## src/rtl/fir_pkg.sv

```systemverilog
package fir_pkg;
  function automatic int half_count(input int taps);
    return (taps + 1) / 2;
  endfunction

  function automatic int acc_width(input int dw, input int cw, input int taps);
    return dw + cw + $clog2(taps);
  endfunction
endpackage

```

## src/rtl/fir_tapline.sv

```systemverilog
module fir_tapline #(
  parameter int W    = 16,
  parameter int LEN  = 7,
  parameter int HALF = 4
) (
  input  logic              clk,
  input  logic              rst,
  input  logic              in_valid,
  input  logic [W-1:0]      in_data,
  output logic [HALF*W-1:0] near_taps,
  output logic [W-1:0]      far_tap
);
  logic [W-1:0] line [LEN];

  always_ff @(posedge clk) begin
    if (rst) begin
      for (int i = 0; i < LEN; i++) line[i] <= '0;
    end else begin
      line[0] <= in_valid ? in_data : '0;
      for (int i = 1; i < LEN; i++) line[i] <= line[i-1];
    end
  end

  // stage j sees its near sample two positions further down per stage
  for (genvar j = 0; j < HALF; j++) begin : g_near
    assign near_taps[j*W +: W] = line[2*j];
  end
  assign far_tap = line[LEN-1];

  // idle input cycles load a zero sample into the line head
  assert_idle_zero_R7: assert property (@(posedge clk) disable iff (rst)
    !in_valid |=> near_taps[W-1:0] == '0);
endmodule

```

## src/rtl/fir_cell.sv

```systemverilog
module fir_cell #(
  parameter int  DATA_W   = 16,
  parameter int  COEF_W   = 16,
  parameter int  ACC_W    = 35,
  parameter bit  SUBTRACT = 1'b0
) (
  input  logic              clk,
  input  logic              rst,
  input  logic [DATA_W-1:0] near,
  input  logic [DATA_W-1:0] far,
  input  logic [COEF_W-1:0] coef,
  input  logic [ACC_W-1:0]  acc_in,
  output logic [ACC_W-1:0]  acc_out
);
  localparam int PRE_W  = DATA_W + 1;
  localparam int PROD_W = PRE_W + COEF_W;

  logic signed [PRE_W-1:0]  near_x, far_x, pre;
  logic signed [PROD_W-1:0] prod;
  logic signed [ACC_W-1:0]  prod_x;

  assign near_x = PRE_W'($signed(near));
  assign far_x  = PRE_W'($signed(far));

  if (SUBTRACT) begin : g_sub
    assign pre = near_x - far_x;
  end else begin : g_add
    assign pre = near_x + far_x;
  end

  assign prod   = pre * $signed(coef);
  assign prod_x = prod;

  always_ff @(posedge clk) begin
    if (rst) acc_out <= '0;
    else     acc_out <= $signed(acc_in) + prod_x;
  end

  // a zero coefficient passes the incoming partial sum through unchanged
  assert_zero_coef_pass_R6: assert property (@(posedge clk) disable iff (rst)
    coef == '0 |=> acc_out == $past(acc_in));
endmodule

```

## src/rtl/fir_sym_systolic.sv

```systemverilog
module fir_sym_systolic
  import fir_pkg::*;
#(
  parameter int DATA_W  = 16,
  parameter int COEF_W  = 16,
  parameter int TAPS    = 7,
  parameter bit ANTISYM = 1'b0,
  localparam int HALF   = half_count(TAPS),
  localparam int ACC_W  = acc_width(DATA_W, COEF_W, TAPS)
) (
  input  logic                   clk,
  input  logic                   rst,
  input  logic                   in_valid,
  input  logic [DATA_W-1:0]      in_data,
  input  logic [HALF*COEF_W-1:0] coefs,
  output logic                   out_valid,
  output logic [ACC_W-1:0]       out_data
);
  localparam int  LAT     = HALF + 2;
  localparam bit  ODD     = (TAPS % 2) == 1;

  logic [HALF*DATA_W-1:0] near_taps;
  logic [DATA_W-1:0]      far_tap;
  logic [ACC_W-1:0]       chain [HALF+1];
  logic [LAT-1:0]         vpipe;

  fir_tapline #(.W(DATA_W), .LEN(TAPS), .HALF(HALF)) u_line (
    .clk       (clk),
    .rst       (rst),
    .in_valid  (in_valid),
    .in_data   (in_data),
    .near_taps (near_taps),
    .far_tap   (far_tap)
  );

  assign chain[0] = '0;

  for (genvar j = 0; j < HALF; j++) begin : g_cell
    localparam bit CENTRE = ODD && (j == HALF - 1);
    logic [DATA_W-1:0] far_op;
    if (CENTRE) begin : g_solo
      assign far_op = '0;
    end else begin : g_pair
      assign far_op = far_tap;
    end
    fir_cell #(
      .DATA_W   (DATA_W),
      .COEF_W   (COEF_W),
      .ACC_W    (ACC_W),
      .SUBTRACT (ANTISYM)
    ) u_cell (
      .clk     (clk),
      .rst     (rst),
      .near    (near_taps[j*DATA_W +: DATA_W]),
      .far     (far_op),
      .coef    (coefs[j*COEF_W +: COEF_W]),
      .acc_in  (chain[j]),
      .acc_out (chain[j+1])
    );
  end

  always_ff @(posedge clk) begin
    if (rst) begin
      vpipe    <= '0;
      out_data <= '0;
    end else begin
      vpipe    <= {vpipe[LAT-2:0], in_valid};
      out_data <= chain[HALF];
    end
  end
  assign out_valid = vpipe[LAT-1];

  // checker state: any sample accepted since reset
  logic seen_any;
  always_ff @(posedge clk) begin
    if (rst)           seen_any <= 1'b0;
    else if (in_valid) seen_any <= 1'b1;
  end

  assert_reset_clears_R9: assert property (@(posedge clk)
    rst |=> (!out_valid && out_data == '0));

  assert_valid_needs_input_R2: assert property (@(posedge clk) disable iff (rst)
    out_valid |-> seen_any);
endmodule

```

## config.mk

```make
export PLATFORM = sky130hd
export DESIGN_NAME = fir_sym_systolic
export DESIGN_NICKNAME = d
export VERILOG_FILES = /design/src/rtl/fir_pkg.sv /design/src/rtl/fir_tapline.sv /design/src/rtl/fir_cell.sv /design/src/rtl/fir_sym_systolic.sv
export SDC_FILE = /design/constraint.sdc
export NUM_CORES = 2
export LEC_CHECK = 0
export ABC_AREA = 1
export BUFFER_PORTS_ARGS = -buffer_cell sky130_fd_sc_hd__buf_2
export CAP_MARGIN = 5
export CORE_ASPECT_RATIO = 1.5
export CORE_MARGIN = 10
export CORE_UTILIZATION = 35
export CTS_CLUSTER_DIAMETER = 30
export CTS_CLUSTER_SIZE = 20
export DETAILED_ROUTE_END_ITERATION = 16
export RECOVER_POWER = 25
export SETUP_SLACK_MARGIN = 0.5
export SLEW_MARGIN = 15
export SYNTH_ARGS = -nofsm -noshare
export SYNTH_HDL_FRONTEND = slang
export SYNTH_SLANG_ARGS = --single-unit
```

## constraint.sdc

```tcl
create_clock -name clk -period 9.81 [get_ports clk]
set_input_delay 0.4905 -clock clk [delete_from_list [all_inputs] [get_ports clk]]
set_output_delay 0.4905 -clock clk [all_outputs]
set_load 0.02 [all_outputs]
```

==> run_results.csv <==
group,metric,value,unit
timing,period_minus_slack,8.28,ns
critical_path,worstSetupStartpointType,"flip-flop",
global_route,busiest_layer,"met2",
synthesis,ys_seq_area_frac,0.0999,
critical_path,cp_data_required_time,10.30,ns
die,dieHeight,519,um
clock_tree,cts_setup_buffers,0,
synthesis,synth_area,58100,um^2
synthesis,ys_ff_latch,290,
global_route,grt_pass1_wl,281000,um
routing,via_count,46000,
critical_path,crit_slowest_cell,"dfxtp_1",
clock_tree,cts_tree,"done",
cells_and_area,final_area,63700,um^2
die,start_util,0.351,
die,design.die.area,183000,um^2
synthesis,ys_top_cells_by_area,"fa_1 (42%), inv_1 (14%), dfxtp_1 (10%), nand2_1 (9.7%), ha_1 (9.7%)",
routing,drc,0,
routing,routedWlPerCell,18.3,um
timing,finalHoldViolations,0,
clock_tree,cts_buffer_depth,3,
clock_tree,path_clk_slew,0.05,ns
clock_tree,clock_latency,0.68,ns
synthesis,synth_cell_types,45,
critical_path,crit_arrival,8.77,ns
timing,finalCritPeriodShare,0.844,
global_route,antenna_found_initial,15,
cells_and_area,area.growth.synth_to_final,9.51,%
synthesis,syn_area_per_cell,7.81,um^2
placement,dp_hpwl,155000,um
routing,firstDrtPassIters,7,
timing,grt_setup_unrepaired,"false",
global_route,grtUsageTotal,0.198,
clock_tree,cts_buffers,69,
synthesis,synth_nets,9192,
placement,post-place-ws,1.51,ns
timing,slew_violations,103,
routing,vias_per_cell,4.70,
synthesis,synth_cells,7442,
critical_path,worstPathMaxFanout,19,
global_route,grt_max_degree,103,
global_route,global_route.usage.met1,0.206,
routing,ant_nets,0,
routing,drtIter0Drc,2558,
clock_tree,cts_resized,0,
outcome,status,"finished with violations",
timing,max_slew.worst_pin.slew,4.76,ns
timing,setup_violations,0,
critical_path,crit_path_max_incr_delay,0.99,ns
placement,post_dp_cell_area,61100,um^2
clock_tree,cts-htree-levels,3,
critical_path,crit_family,"adder cells",
critical_path,critPathCaptureType,"flip-flop",
outcome,violations,"max-capacitance violations, max-slew violations",
synthesis,yosys.area.top_type,"fa_1",
die,row_count,183,
timing,fin_skew,0.0457,ns
cells_and_area,final_core_util,0.385,
pwr,power.leakage,35.0,nW
synthesis,async_flop_share,0,
routing,drt_wl_total,179000,um
pwr,ir_worst_vdd,0.148,mV
placement,gp_congestion,0.959,
cells_and_area,layout.nets,9257,
global_route,grtUsageMet2,0.371,
critical_path,r2r_setup_slack,1.53,ns
timing,relSlewSlack,-2.17,
synthesis,synthFlopType,"dfxtp_1",
flow_run,maxCapViolCount,1,
synthesis,synth_top_area_frac,0.419,
clock_tree,cts_hold_buf,0,
die,io_pins,119,
die,fp.dieW,353,um
synthesis,synth_warnings,0,
global_route,grt_pass1_vias,50700,
cells_and_area,layout-drive-gt1-share,0.0498,
critical_path,worstSetupPathType,"flip-flop to flip-flop",
cells_and_area,fill_cells,17200,
timing,setup_tns,0,ns
clock_tree,clock-root-buffer,"clkbuf_16",
clock_tree,cts.sinks,290,
hold_path,hold_path_class,"input port to flip-flop",
timing,fmax,121,MHz
global_route,overflow,0,
placement,port_buffers,118,
global_route,grtUsageMet3,0.0281,
timing,final.setup.worst_slack,1.53,ns
die,coreArea,166000,um^2
critical_path,critical_path.n_buffers_inverters,4,
synthesis,synth-edff-count,0,
pwr,p_per_area,149,nW/um^2
==> cells in the final DEF (no fill, tap or decap), drive strengths merged, types with 6 or more instances in the layout <==
| cell | count |
|---|---|
| inv | 2146 |
| or2 | 31 |
| nand4 | 25 |
| o21ai | 91 |
| dfxtp | 290 |
| nand3 | 193 |
| ha | 450 |
| clkbuf | 85 |
| xnor2 | 24 |
| o21a | 27 |
| xor2 | 23 |
| and2 | 6 |
| bufinv | 10 |
| a21oi | 231 |
| o21bai | 24 |
| a21o | 10 |
| nand3b | 11 |
| nor3 | 36 |
| fa | 1217 |
| nor2 | 908 |
| buf | 136 |
| nand2 | 1546 |
| clkinv | 30 |
==> worst reg2reg max path: cells and delay by family (launching register included) <==
family	cells	cell delay, ns
adder cells (fa/ha/maj)	8	3.93
buffers and inverters	4	0.48
AO/OA/AOI/OAI	4	0.97
AND/OR/NAND/NOR	12	1.74
flip-flops	1	0.99
==> per-layer routing <==
metal	wire length, um	share of wire	vias to the layer above
li1	-	-	21400
met4	12500	0.070	20
met2	94300	0.53	1229
met1	63900	0.36	22800
met3	8080	0.045	474
met5	139	0.00078	-
==> layout make-up <==
class                   instances  area [um^2]  share of cell area
inverters                    2137         8020               0.126
diodes                          3         7.51            0.000118
clock buffers                  75         1810              0.0284
clock inverters                53          741              0.0116
well taps                    2220         2780              0.0436
flip-flops and latches        290         5810              0.0912
repair buffers                146          788              0.0124
multi-input cells            4863        43700               0.687
==> sequential cells by signal, indices dropped and copies added (netlist names) <==
signal                 count
out_data                  35
g_cell.u_cell.acc_out    137
u_line.line              112
vpipe                      6
==> power breakdown <==
part | internal, mW | total (mW) | leakage (nW) | switching (mW)
clock | 1.64 | 2.49 | 1.24 | 0.852
combinational | 1.86 | 5.47 | 31.4 | 3.62
sequential | 1.40 | 1.55 | 2.37 | 0.157
total | 4.89 | 9.51 | 35.0 | 4.63
==> metrics by stage <==
stage	power, mW	hold slack, ns	cells
floorplan	5.32	0.388	7442
global placement	7.07	0.388	9656
detailed placement	7.09	0.393	9656
CTS	9.65	0.0441	9784
global route	10.5	0.0530	9786
finish	9.51	0.0638	9787
==> Yosys cell counts, types with 2 or more instances <==
library cell	number
nand3_2	5
or2_1	3
and2_1	6
clkbuf_1	134
nand3b_1	10
buf_2	3
xor2_1	14
nor3_1	36
and3_1	2
xnor2_1	23
o21ai_0	83
or2_2	28
buf_1	11
a21oi_1	228
a21boi_0	3
a21o_1	10
nor2_4	9
nand4_1	24
xor2_4	4
o21ai_1	7
clkinv_1	4
xor2_2	5
inv_1	2116
o21bai_1	24
buf_4	2
nor4_1	3
a21oi_2	3
nand2_1	1508
nand2_2	37
inv_2	17
ha_1	450
dfxtp_1	290
o21a_1	27
nor2_1	898
buf_6	2
fa_1	1217
nand3_1	188
==> final timing paths <==
| kind | from | end | cells past startpoint |
|---|---|---|---|
| setup / recovery | u_line.line[0][99] | g_cell[0].u_cell.acc_out[25] | 28 |
| hold / removal | in_data[7] | u_line.line[0][7] | 3 |
| setup reg to reg | u_line.line[0][99] | g_cell[0].u_cell.acc_out[25] | 28 |
| hold reg to reg | u_line.line[0][62] | u_line.line[0][78] | 2 |
==> cells by family after synthesis <==
group                      after synthesis  synth area share
AOI/OAI and AO/OA                      388            0.0365
and+or+nand+nor                       2761             0.190
buffers and inverters                 2289             0.148
xor gates and xnor gates                47           0.00915
DFF                                    290            0.0999
adders and majority gates             1667             0.516
Note: power is estimated with default switching activity, not from simulation.
